--- config.mk ---
export PLATFORM = sky130hd
export DESIGN_NAME = flash_wp_ctrl
export DESIGN_NICKNAME = d
export VERILOG_FILES = /design/src/rtl/flash_wp_pkg.sv /design/src/rtl/flash_wp_range.sv /design/src/rtl/flash_wp_timer.sv /design/src/rtl/flash_wp_ctrl.sv
export SDC_FILE = /design/constraint.sdc
export NUM_CORES = 1
export LEC_CHECK = 0
export BUFFER_PORTS_ARGS = -buffer_cell sky130_fd_sc_hd__buf_4
export CORE_ASPECT_RATIO = 1.75
export CORE_MARGIN = 2
export CORE_UTILIZATION = 50
export DETAILED_ROUTE_END_ITERATION = 7
export PLACE_DENSITY = 0.91
export SYNTH_ARGS = -nofsm -noshare
export SYNTH_HDL_FRONTEND = slang
export SYNTH_SLANG_ARGS = --single-unit
export TNS_END_PERCENT = 10
--- constraint.sdc ---
create_clock -name clk -period 4.3 [get_ports clk]
set_input_delay 0.43 -clock clk [delete_from_list [all_inputs] [get_ports clk]]
set_output_delay 0.43 -clock clk [all_outputs]
set_load 0.05 [all_outputs]
--- src/rtl/flash_wp_pkg.sv ---
package flash_wp_pkg;
  localparam logic [7:0] OP_WREN  = 8'h06;
  localparam logic [7:0] OP_WRDI  = 8'h04;
  localparam logic [7:0] OP_RDSR  = 8'h05;
  localparam logic [7:0] OP_WRSR  = 8'h01;
  localparam logic [7:0] OP_PROG  = 8'h02;
  localparam logic [7:0] OP_SE_A  = 8'h20;
  localparam logic [7:0] OP_SE_B  = 8'hD7;
  localparam logic [7:0] OP_BE    = 8'hD8;
  localparam logic [7:0] OP_CE_A  = 8'hC7;
  localparam logic [7:0] OP_CE_B  = 8'h60;
  localparam logic [7:0] OP_UNL   = 8'h26;
  localparam logic [7:0] OP_LOCK  = 8'h24;

  localparam logic [15:0] CLK_WRSR  = 16'd16;
  localparam logic [15:0] CLK_PROG  = 16'd40;
  localparam logic [15:0] CLK_ERASE = 16'd32;
  localparam logic [15:0] CLK_CHIP  = 16'd8;
  localparam logic [15:0] CLK_UNL   = 16'd32;
endpackage

--- src/rtl/flash_wp_range.sv ---
module flash_wp_range #(
  parameter int ADDR_W = 17,
  parameter int SECT_W = 12
) (
  input  logic [1:0]               lvl,
  input  logic [ADDR_W-1:0]        addr,
  input  logic                     unl_vld,
  input  logic [ADDR_W-SECT_W-1:0] unl_sec,
  input  logic                     ovr_en,
  output logic                     hit
);
  logic in_range;
  logic bypass;

  always_comb begin
    unique case (lvl)
      2'b00:   in_range = 1'b0;
      2'b01:   in_range = &addr[ADDR_W-1 -: 2];
      2'b10:   in_range = addr[ADDR_W-1];
      default: in_range = 1'b1;
    endcase
  end

  assign bypass = ovr_en & unl_vld & (addr[ADDR_W-1:SECT_W] == unl_sec);
  assign hit    = in_range & ~bypass;
endmodule

--- src/rtl/flash_wp_timer.sv ---
module flash_wp_timer #(
  parameter int CNT_W = 8
) (
  input  logic             clk,
  input  logic             rst_n,
  input  logic             load,
  input  logic [CNT_W-1:0] load_val,
  output logic             busy,
  output logic             done,
  output logic [CNT_W-1:0] left
);
  logic [CNT_W-1:0] cnt_q, cnt_d;
  logic             cnt_en;

  assign cnt_en = load | (cnt_q != '0);

  always_comb begin
    cnt_d = cnt_q;
    if (load)              cnt_d = load_val;
    else if (cnt_q != '0)  cnt_d = cnt_q - 1'b1;
  end

  always_ff @(posedge clk or negedge rst_n) begin
    if (!rst_n)      cnt_q <= '0;
    else if (cnt_en) cnt_q <= cnt_d;
  end

  assign busy = (cnt_q != '0);
  assign done = (cnt_q == CNT_W'(1));
  assign left = cnt_q;
endmodule

--- src/rtl/flash_wp_ctrl.sv ---
module flash_wp_ctrl
  import flash_wp_pkg::*;
#(
  parameter int ADDR_W   = 17,
  parameter int SECT_W   = 12,
  parameter int WRSR_CYC = 10,
  parameter int PROG_CYC = 20,
  parameter int SE_CYC   = 40,
  parameter int BE_CYC   = 60,
  parameter int CE_CYC   = 80,
  localparam int MAX_CYC = (CE_CYC > BE_CYC) ? CE_CYC : BE_CYC,
  localparam int CNT_W   = $clog2(MAX_CYC + 1) + 1
) (
  input  logic             clk,
  input  logic             rst_n,
  input  logic             cmd_valid,
  input  logic [7:0]       cmd_op,
  input  logic [23:0]      cmd_addr,
  input  logic [15:0]      cmd_clks,
  input  logic [7:0]       cmd_wdata,
  input  logic             wp_n,
  output logic             cmd_accept,
  output logic             cmd_ignore,
  output logic [7:0]       status_byte,
  output logic [CNT_W-1:0] busy_left
);
  localparam int SIDX_W = ADDR_W - SECT_W;

  logic              srwd_q, srwd_d;
  logic [2:0]        lvl_q, lvl_d;
  logic              wel_q, wel_d;
  logic              unl_vld_q, unl_vld_d;
  logic [SIDX_W-1:0] unl_sec_q, unl_sec_d;
  logic              reg_en;

  logic is_wren, is_wrdi, is_rdsr, is_wrsr, is_prog, is_se, is_be, is_ce;
  logic is_unl, is_lock, len8, ok, prot_hit, wip, t_done, t_load;
  logic [CNT_W-1:0] t_val;
  logic [ADDR_W-1:0] taddr;

  assign taddr   = cmd_addr[ADDR_W-1:0];
  assign is_wren = (cmd_op == OP_WREN);
  assign is_wrdi = (cmd_op == OP_WRDI);
  assign is_rdsr = (cmd_op == OP_RDSR);
  assign is_wrsr = (cmd_op == OP_WRSR);
  assign is_prog = (cmd_op == OP_PROG);
  assign is_se   = (cmd_op == OP_SE_A) | (cmd_op == OP_SE_B);
  assign is_be   = (cmd_op == OP_BE);
  assign is_ce   = (cmd_op == OP_CE_A) | (cmd_op == OP_CE_B);
  assign is_unl  = (cmd_op == OP_UNL);
  assign is_lock = (cmd_op == OP_LOCK);
  assign len8    = (cmd_clks[2:0] == 3'b000);

  flash_wp_range #(.ADDR_W(ADDR_W), .SECT_W(SECT_W)) u_range (
    .lvl     (lvl_q[1:0]),
    .addr    (taddr),
    .unl_vld (unl_vld_q),
    .unl_sec (unl_sec_q),
    .ovr_en  (is_prog | is_se),
    .hit     (prot_hit)
  );

  // acceptance decision
  always_comb begin
    ok = 1'b0;
    if (is_rdsr)                 ok = 1'b1;
    else if (wip)                ok = 1'b0;
    else if (is_wren | is_wrdi)  ok = 1'b1;
    else if (is_lock)            ok = len8;
    else if (is_unl)             ok = wel_q & (cmd_clks == CLK_UNL) &
                                      (taddr[SECT_W-1:0] == '0) & ~unl_vld_q;
    else if (is_wrsr)            ok = wel_q & (cmd_clks == CLK_WRSR) &
                                      ~(srwd_q & ~wp_n);
    else if (is_prog)            ok = wel_q & len8 & (cmd_clks >= CLK_PROG) &
                                      ~prot_hit;
    else if (is_se | is_be)      ok = wel_q & (cmd_clks == CLK_ERASE) &
                                      ~prot_hit;
    else if (is_ce)              ok = wel_q & (cmd_clks == CLK_CHIP) &
                                      (lvl_q == 3'b000);
  end

  assign cmd_accept = cmd_valid & ok;
  assign cmd_ignore = cmd_valid & ~ok;

  // busy window
  assign t_load = cmd_accept & (is_wrsr | is_prog | is_se | is_be | is_ce);

  always_comb begin
    t_val = CNT_W'(CE_CYC);
    if (is_wrsr)      t_val = CNT_W'(WRSR_CYC);
    else if (is_prog) t_val = CNT_W'(PROG_CYC);
    else if (is_se)   t_val = CNT_W'(SE_CYC);
    else if (is_be)   t_val = CNT_W'(BE_CYC);
  end

  flash_wp_timer #(.CNT_W(CNT_W)) u_timer (
    .clk      (clk),
    .rst_n    (rst_n),
    .load     (t_load),
    .load_val (t_val),
    .busy     (wip),
    .done     (t_done),
    .left     (busy_left)
  );

  // next state of status and unlock registers
  always_comb begin
    srwd_d    = srwd_q;
    lvl_d     = lvl_q;
    wel_d     = wel_q;
    unl_vld_d = unl_vld_q;
    unl_sec_d = unl_sec_q;
    if (t_done) wel_d = 1'b0;
    if (cmd_accept) begin
      if (is_wren) wel_d = 1'b1;
      if (is_wrdi) wel_d = 1'b0;
      if (is_wrsr) begin
        srwd_d = cmd_wdata[7];
        lvl_d  = cmd_wdata[4:2];
      end
      if (is_unl) begin
        unl_vld_d = 1'b1;
        unl_sec_d = taddr[ADDR_W-1:SECT_W];
        wel_d     = 1'b0;
      end
      if (is_lock) unl_vld_d = 1'b0;
    end
  end

  assign reg_en = cmd_accept | t_done;

  always_ff @(posedge clk or negedge rst_n) begin
    if (!rst_n) begin
      srwd_q    <= 1'b0;
      lvl_q     <= 3'b000;
      wel_q     <= 1'b0;
      unl_vld_q <= 1'b0;
      unl_sec_q <= '0;
    end else if (reg_en) begin
      srwd_q    <= srwd_d;
      lvl_q     <= lvl_d;
      wel_q     <= wel_d;
      unl_vld_q <= unl_vld_d;
      unl_sec_q <= unl_sec_d;
    end
  end

  assign status_byte = {srwd_q, 2'b00, lvl_q, wel_q, wip};
endmodule

==> reports/qor.yml, run 1 <==
final_layout:
  regArea_sq_um: 475
  fillers: 244
  final_layout_size_suffix_gt1_frac: 0.376
  area_delta_synth_final_pct: 32.2
  fin_nets: 289
  diodes: 0
  multi_input_area_sq_um: 998
synth:
  ys_types: 56
  yosysTopAreaCell: "dfrtp_1"
  mappedNetlistArea_sq_um: 1570
  ys_seq_area_frac: 0.304
  synth_top_area_frac: 0.304
  yosysWarnings: 0
  ys.flop_type: "dfrtp_1"
  synth.area.top_cells: "dfrtp_1, mux2_4, xnor2_1, a21oi_1, nor3_1"
  async_flop_share: 1.00
  synth_cells: 169
  synth_seq_cells: 19
  synth_edf_count: 0
  syn_area_per_cell_sq_um: 9.27
global_route:
  grt_pass1_vias: 1618
  antenna_found_initial: 0
  grt_max_degree: 20
  track_usage: 0.249
  grt.overflow.total: 0
  grt_first_pass_wirelength_um: 6700
clock_network:
  cts_tree: "yes"
  cts_setup_buffers: 0
  root_buffer: "clkbuf_8"
  clk_pin_slew_ns: 0.07
  ctsResizeCount: 0
  cts_sinks: 19
  clock_latency_ns: 0.26
  holdBufCountCts: 0
  cts_buffers: 3
  clockBufferDepth: 2
  htree_levels: 1
route:
  ant_nets: 0
  drc: 0
  routed-via-count: 1542
  wire_per_inst_um: 15.1
  drt_iter0_markers: 36
  first_pass_iters: 4
  vias_per_cell: 5.75
  routed_wl_um: 4040
pwr:
  worst_ir_drop_vdd_mv: 0.170
  p_seq_frac: 0.471
  p_switching_uw: 96.7
  p_comb_frac: 0.209
  power_density_nw_per_um2: 185
  p_int_uw: 286
  p_leak_nw: 0.914
  power_uw: 383
  p_sw_frac: 0.252
  clkPwrFrac: 0.320
place:
  place_congestion: 0.851
  numPortBuffers: 64
  dp_slack_ns: 1.16
  dp_hpwl_um: 3360
sta:
  drv_slew: 0
  finalSetupTns_ns: 0
  max_freq_mhz: 316
  worst_slack_ns: 1.14
  min_period_ns: 3.16
  clock_skew_ns: 0.00478
  rsz0062_at_grt: "false"
  hold_viol: 0
  period_share: 0.735
  setup_viol: 0
run:
  drv_cap: 0
worst_hold_path:
  worstHoldPathType: "primary input to async pin"
worst_setup_path:
  worst_setup_path_start_kind: "primary input"
  worst_ep_required_time_ns: 3.87
  end_kind: "output pin"
  arrival_ns: 2.73
  path_max_fanout: 8
  path_class: "primary input to output pin"
die:
  core_sq_um: 2960
  pin_count: 78
  die_area_sq_um: 3610
  dieWidth_um: 46.3
  die_h_um: 78.0
  start_util: 0.529
  rows: 26
status:
  outcome: "complete, no violations"
==> critical path, stage by stage <==
cell,delay [ns]
buf_4,0.10
or4_1,0.60
nor3_1,0.28
o311a_1,0.22
o211ai_1,0.14
a211oi_4,0.41
a21oi_1,0.17
and2_1,0.19
buf_4,0.18
==> power by group through the flow <==
stage	Clock (mW)	Combinational (mW)	Sequential [mW]
after CTS	0.125	0.0801	0.180
final	0.123	0.0801	0.180
after detailed placement	0	0.0797	0.184
after global placement	0	0.0782	0.184
after global routing	0.132	0.0866	0.180
after floorplan	0	0.0307	0.186
==> cell type report <==
cell class / instances / area share
sequential: 19 / 0.230
multi-input combinational: 134 / 0.482
inverter: 5 / 0.00906
timing repair buffer: 64 / 0.232
tap: 42 / 0.0254
clock buffer: 4 / 0.0218
==> per-layer routing <==
layer / vias to the layer above / wire, um / track usage
li1: 747 / - / -
met1: 723 / 1240 / 0.227
met2: 60 / 2440 / 0.488
met3: 12 / 211 / 0.0276
met4: 0 / 143 / 0.117
met5: - / 0 / 0
==> placed cells by master, fill, tap and decap left out, types with 3 or more instances in the layout <==
cell / instances
a21oi_1: 10
clkbuf_8: 3
or3_1: 3
or2_2: 3
inv_1: 5
mux2_4: 5
nand2_1: 10
buf_4: 64
nor4b_1: 3
nor2b_1: 4
nor2_1: 7
o21ai_0: 6
mux2_1: 4
xnor2_1: 8
nor4_1: 4
nand3_1: 6
dfrtp_1: 19
nor3_1: 9
nand4_1: 4
nor3b_1: 3
==> logic make-up after synthesis <==
| group | count (synthesis) | synth area share |
|---|---|---|
| XOR/XNOR | 9 | 0.0503 |
| flip-flops | 19 | 0.304 |
| other | 1 | 0.00239 |
| adder cells (fa/ha/maj) | 2 | 0.0160 |
| multiplexers | 12 | 0.0974 |
| buffers and inverters | 17 | 0.0615 |
| AND/OR/NAND/NOR | 76 | 0.322 |
| AO/OA/AOI/OAI | 33 | 0.147 |
==> cell usage after synthesis, drive strengths merged, types with 3 or more instances <==
| master | instances |
|---|---|
| o21ai | 6 |
| nor4b | 6 |
| buf | 9 |
| dfrtp | 19 |
| mux2 | 11 |
| nor2 | 7 |
| nand3 | 6 |
| nor4 | 5 |
| nand4 | 4 |
| a21oi | 10 |
| nand2 | 10 |
| nor3 | 10 |
| clkbuf | 3 |
| nor3b | 3 |
| xnor2 | 8 |
| nor2b | 4 |
| or2 | 3 |
| inv | 5 |
| or3 | 3 |
==> path summary, 6_finish.rpt <==
| check | startpoint | endpoint | slack [ns] | depth (start not counted) |
|---|---|---|---|---|
| worst max-delay path | cmd_clks[6] | cmd_ignore | 1.14 | 9 |
| worst min-delay path | rst_n | u_timer.left[4] | 0.03 | 1 |
| worst max register to register | u_timer.left[4] | unl_sec_q[3] | 1.66 | 6 |
| worst min register to register | srwd_q | srwd_q | 0.53 | 1 |
| max in group asynchronous | rst_n | srwd_q | 4.06 | 1 |
| min in group clk | cmd_wdata[2] | lvl_q[0] | 0.39 | 2 |
==> sequential cells by signal (all words and copies together) (netlist names) <==
signal,flops
srwd_q,1
unl_vld_q,1
lvl_q,3
wel_q,1
u_timer.left,8
unl_sec_q,5
==> stage by stage <==
stage	utilization	instance area [sq um]	std cells	hold WS, ns
final	0.699	2070	268	0.0348
after global routing	0.699	2070	268	0.0535
after CTS	0.699	2070	268	0.0438
after detailed placement	0.684	2030	264	0.319
after global placement	0.684	2030	264	0.315
after floorplan	-	1570	170	0.134
Power figures use the tool's default switching activity.
==> inputs of run 2 (changes only) <==
- CORE_UTILIZATION: 50 -> 42
- PLACE_DENSITY: 0.91 -> 0.82
- clock period: 4.3 -> 2.7 ns (I/O delays scaled with it)
==> reports/qor.yml, run 2 (same netlist as run 1, synthesis figures left out) <==
global_route:
  grt_first_pass_wirelength_um: 6760
  met1_usage: 0.190
  track_usage: 0.204
  antenna_found_initial: 0
  grt_max_degree: 20
  met3_usage: 0.0267
  grtUsageMet2: 0.416
  grt.overflow.total: 0
  grt_pass1_vias: 1598
  top_usage_layer: "met2"
final_layout:
  diodes: 0
  largest_reg_flops: 8
  multi_input_area_sq_um: 1020
  finish.utilization: 0.614
  regArea_sq_um: 475
  area_delta_synth_final_pct: 40.7
  fillers: 324
  final_layout_size_suffix_gt1_frac: 0.425
  mostFrequentLayoutCells: "buf_4, dfrtp_1, nand2_1"
  fin_nets: 303
  final_common_cell: "buf_4"
route:
  routed-via-count: 1567
  wire_per_inst_um: 14.5
  vias_per_cell: 5.48
  drc: 0
  first_pass_iters: 4
  drt_iter0_markers: 45
  routed_wl_um: 4140
  ant_nets: 0
worst_setup_path:
  r2r_end: "unl_sec_q[1]"
  worst_setup_path_start_kind: "primary input"
  path_max_fanout: 5
  worst_ep_required_time_ns: 2.43
  arrival_ns: 2.34
  r2r_slack_ns: 0.30
  reg2reg_depth: 8
  end_kind: "output pin"
  path_class: "primary input to output pin"
  timing.rr.start: "lvl_q[0]"
pwr:
  p_leak_nw: 1.00
  clkPwrFrac: 0.317
  worst_ir_drop_vdd_mv: 0.304
  p_comb_frac: 0.217
  p_int_uw: 460
  p_sw_frac: 0.254
  p_seq_frac: 0.466
  p_switching_uw: 157
  power_density_nw_per_um2: 280
worst_hold_path:
  hold_start: "cmd_wdata[7]"
  worstHoldPathCells: 2
  worstHoldPathType: "primary input to register"
  min_to: "srwd_q"
die:
  core_sq_um: 3590
  die_area_sq_um: 4250
  die_h_um: 84.8
  dieWidth_um: 50.2
  pin_count: 78
  start_util: 0.436
  rows: 29
clock_network:
  clk_pin_slew_ns: 0.07
  cts_tree: "yes"
  cts_buffers: 3
  clock_latency_ns: 0.25
  cts_sinks: 19
  clockBufferDepth: 2
  root_buffer: "clkbuf_8"
  htree_levels: 1
sta:
  period_share: 0.966
  setup_viol: 0
  drv_slew: 0
  min_period_ns: 2.61
  clock_skew_ns: 0.00209
  whs_ns: 0.229
  rsz0062_at_grt: "false"
  hold_viol: 0
  max_freq_mhz: 383
place:
  dp_hpwl_um: 3420
  place_congestion: 0.836
  numPortBuffers: 64
run:
  drv_cap: 0
status:
  outcome: "complete, no violations"
==> run 2: changes by cell type in the layout (fill, tap and decap cells not counted) <==
cell           change
a21oi_1            -1
nor3_4             +1
or4_1              -1
dlygate4sd3_1      +1
or4_4              +1
nor2b_1            -1
nor3_1             -1
a21oi_2            +1
nor2b_2            +1
buf_4             +13
==> run 2: what timing repair did <==
item                                    CTS  global route
resized for setup                         1             3
hold buffers                              1             0
pin swaps                                 0             2
endpoints found under the setup margin    2             2
buffers inserted                          0             1
endpoints found under the hold margin    19             0
==> run 2: critical path, cell delays in order <==
cell and delay (ns):
buf_4 0.11, or4_4 0.57, nor3_4 0.21, o311a_1 0.20
o211ai_1 0.14, a211oi_4 0.39, a21oi_2 0.09, and2_1 0.17
buf_4 0.18
==> run 2: final cells by class <==
class                      count  share of cell area
sequential                    19               0.216
clock buffer                   4              0.0204
inverter                       5             0.00851
tap                           46              0.0261
timing repair buffer          78               0.267
multi-input combinational    134               0.463
==> run 2: how the worst max path moves through the flow <==
stage	startpoint	slack [ns]	endpoint	depth (start not counted)
finish	cmd_clks[10]	0.09	cmd_ignore	9
global route	cmd_clks[10]	0.01	cmd_ignore	9
CTS	cmd_clks[6]	0.03	cmd_ignore	9
detailed placement	cmd_clks[6]	-0.12	unl_sec_q[1]	9
global placement	cmd_clks[6]	-0.04	unl_sec_q[3]	9
floorplan	u_timer.left[6]	0.08	cmd_accept	7
==> run 2: metrics by stage <==
stage / cells / area, sq um / setup slack (ns) / TNS [ns] / power [mW]
2_1_floorplan: 170 / 1570 / 0.0808 / 0 / 0.345
3_3_place_gp: 280 / 2120 / -0.0380 / -0.275 / 0.421
3_5_place_dp: 280 / 2120 / -0.120 / -1.10 / 0.424
4_1_cts: 285 / 2180 / 0.0251 / 0 / 0.619
5_1_grt: 286 / 2200 / 0.0147 / 0 / 0.645
6_report: 286 / 2200 / 0.0919 / 0 / 0.617
==> run 2: routing by layer <==
layer	wire length, um	part of all wire	vias to the layer above
li1	-	-	768
met1	1370	0.33	742
met2	2500	0.60	46
met3	150	0.036	11
met4	120	0.029	0
met5	0	0	-
==> run 2: power groups by stage <==
stage,clock [mW],sequential (mW),combinational (mW)
final,0.196,0.287,0.134
after global routing,0.214,0.287,0.144
after CTS,0.199,0.287,0.133
after detailed placement,0,0.293,0.131
after global placement,0,0.292,0.129
after floorplan,0,0.296,0.0489
==> inputs of run 3 (changes only) <==
- CORE_ASPECT_RATIO: 1.75 -> 0.8
==> reports/qor.yml, run 3 (same netlist as run 1, synthesis figures left out) <==
worst_setup_path:
  worst_setup_path_start_kind: "primary input"
  critPathTopFamily: "simple AND/OR/NAND/NOR gates"
  slowest_stage: "or4_4"
  worst_ep_required_time_ns: 2.43
  end_kind: "output pin"
  crit_top_cell: "buf_4"
  path_max_fanout: 5
  slowest_delay_ns: 0.55
  path_class: "primary input to output pin"
  r2r_slack_ns: 0.31
  path_cells: "buf_4 -> or4_4 -> nor3_2 -> buf_4 -> o311a_1 -> o211ai_1 -> a211oi_4 -> a21oi_2 -> and2_1 -> buf_6"
  arrival_ns: 2.30
  worst-path-buf-inv: 3
pwr:
  p_seq_frac: 0.463
  p_leak_nw: 0.989
  p_switching_uw: 162
  worst_ir_drop_vdd_mv: 0.281
  p_sw_frac: 0.262
  p_int_uw: 458
  clkPwrFrac: 0.323
  p_comb_frac: 0.214
  power_density_nw_per_um2: 283
die:
  dieWidth_um: 72.3
  die_h_um: 58.6
  rows: 19
  core_sq_um: 3490
  die_area_sq_um: 4240
  start_util: 0.448
  pin_count: 78
sta:
  worst_slack_ns: 0.126
  clock_skew_ns: 0.00571
  max_freq_mhz: 388
  min_period_ns: 2.57
  drv_slew: 0
  hold_viol: 0
  period_share: 0.953
  setup_viol: 0
clock_network:
  clk_pin_slew_ns: 0.07
  cts_sinks: 19
  cts_tree: "yes"
  clockBufferDepth: 2
  cts_buffers: 3
  htree_levels: 1
  root_buffer: "clkbuf_8"
  clock_latency_ns: 0.26
global_route:
  antenna_found_initial: 0
  grt_first_pass_wirelength_um: 6930
  grt_max_degree: 20
  track_usage: 0.210
  grt.overflow.total: 0
  grt_pass1_vias: 1575
status:
  outcome: "complete, no violations"
place:
  dp_slack_ns: -0.0429
  place_area_sq_um: 2110
  numPortBuffers: 64
  dp_hpwl_um: 3350
  place_congestion: 0.917
final_layout:
  final_common_cell: "buf_4"
  largest_reg_flops: 8
  design_area_sq_um: 2190
  fin_nets: 302
  final_layout_size_suffix_gt1_frac: 0.427
  area_delta_synth_final_pct: 39.9
  diodes: 0
  fillers: 329
  mostFrequentLayoutCells: "buf_4, dfrtp_1, nand2_1"
route:
  vias_per_cell: 5.71
  routed-via-count: 1605
  first_pass_iters: 4
  routed_wl_um: 4070
  ant_nets: 0
  drt_iter0_markers: 134
  drc: 0
  wire_per_inst_um: 14.5
run:
  drv_cap: 0
worst_hold_path:
  worstHoldPathType: "primary input to register"
[run 3: worst paths after layout]
path	end	cells past startpoint	startpoint
setup / recovery	cmd_ignore	10	cmd_clks[6]
hold / removal	srwd_q	2	cmd_wdata[7]
setup reg to reg	lvl_q[1]	6	u_timer.left[6]
hold reg to reg	srwd_q	1	srwd_q
max in group asynchronous	lvl_q[2]	2	rst_n
min in group asynchronous	u_timer.left[2]	2	rst_n
[run 3: worst reg2reg max path, stage by stage, from the launching register on]
cell and delay [ns]:
dfrtp_1 0.42, nor4_1 0.36, and3_1 0.32, inv_1 0.15, a211oi_4 0.29, and3_1 0.36, mux2_1 0.36
[run 3: area by class of cell]
cell class / instances / area (sq um) / area share
clock buffers: 3 / 41.3 / 0.0188
clock inverters: 1 / 5.00 / 0.00228
inverters: 5 / 18.8 / 0.00857
multi-input cells: 134 / 1010 / 0.463
flip-flops and latches: 19 / 475 / 0.217
well taps: 42 / 52.6 / 0.0240
repair buffers: 77 / 584 / 0.267
[run 3: per-layer routing]
layer  up-vias  track usage  wire length, um
met5         -            0                0
met4         0       0.0647               24
met3         5       0.0565              331
met2        58        0.343             1880
met1       773        0.272             1830
li1        769            -                -
[run 3: power by group through the flow]
stage | registers [mW] | clock network [mW] | logic (mW)
after floorplan | 0.296 | 0 | 0.0489
after global placement | 0.293 | 0 | 0.128
after detailed placement | 0.293 | 0 | 0.130
after CTS | 0.287 | 0.206 | 0.132
after global routing | 0.287 | 0.223 | 0.144
final | 0.287 | 0.201 | 0.133
[run 3: timing repair]
action | 4_1_cts | 5_1_grt
endpoints found under the setup margin | 0 | 2
setup buffers | 0 | 1
hold buffers | 1 | 0
endpoints found under the hold margin | 19 | 0
gates resized for setup | 0 | 4
[run 3: stage by stage]
stage               power, mW  instances  utilization  hold WS (ns)  TNS [ns]
finish                  0.621        281        0.627         0.228         0
global route            0.654        281        0.627         0.230  -0.00469
CTS                     0.625        280        0.620         0.224         0
detailed placement      0.423        275        0.604         0.162    -0.224
global placement        0.421        275        0.604         0.156   -0.0622
floorplan               0.345        170            -       -0.0256         0
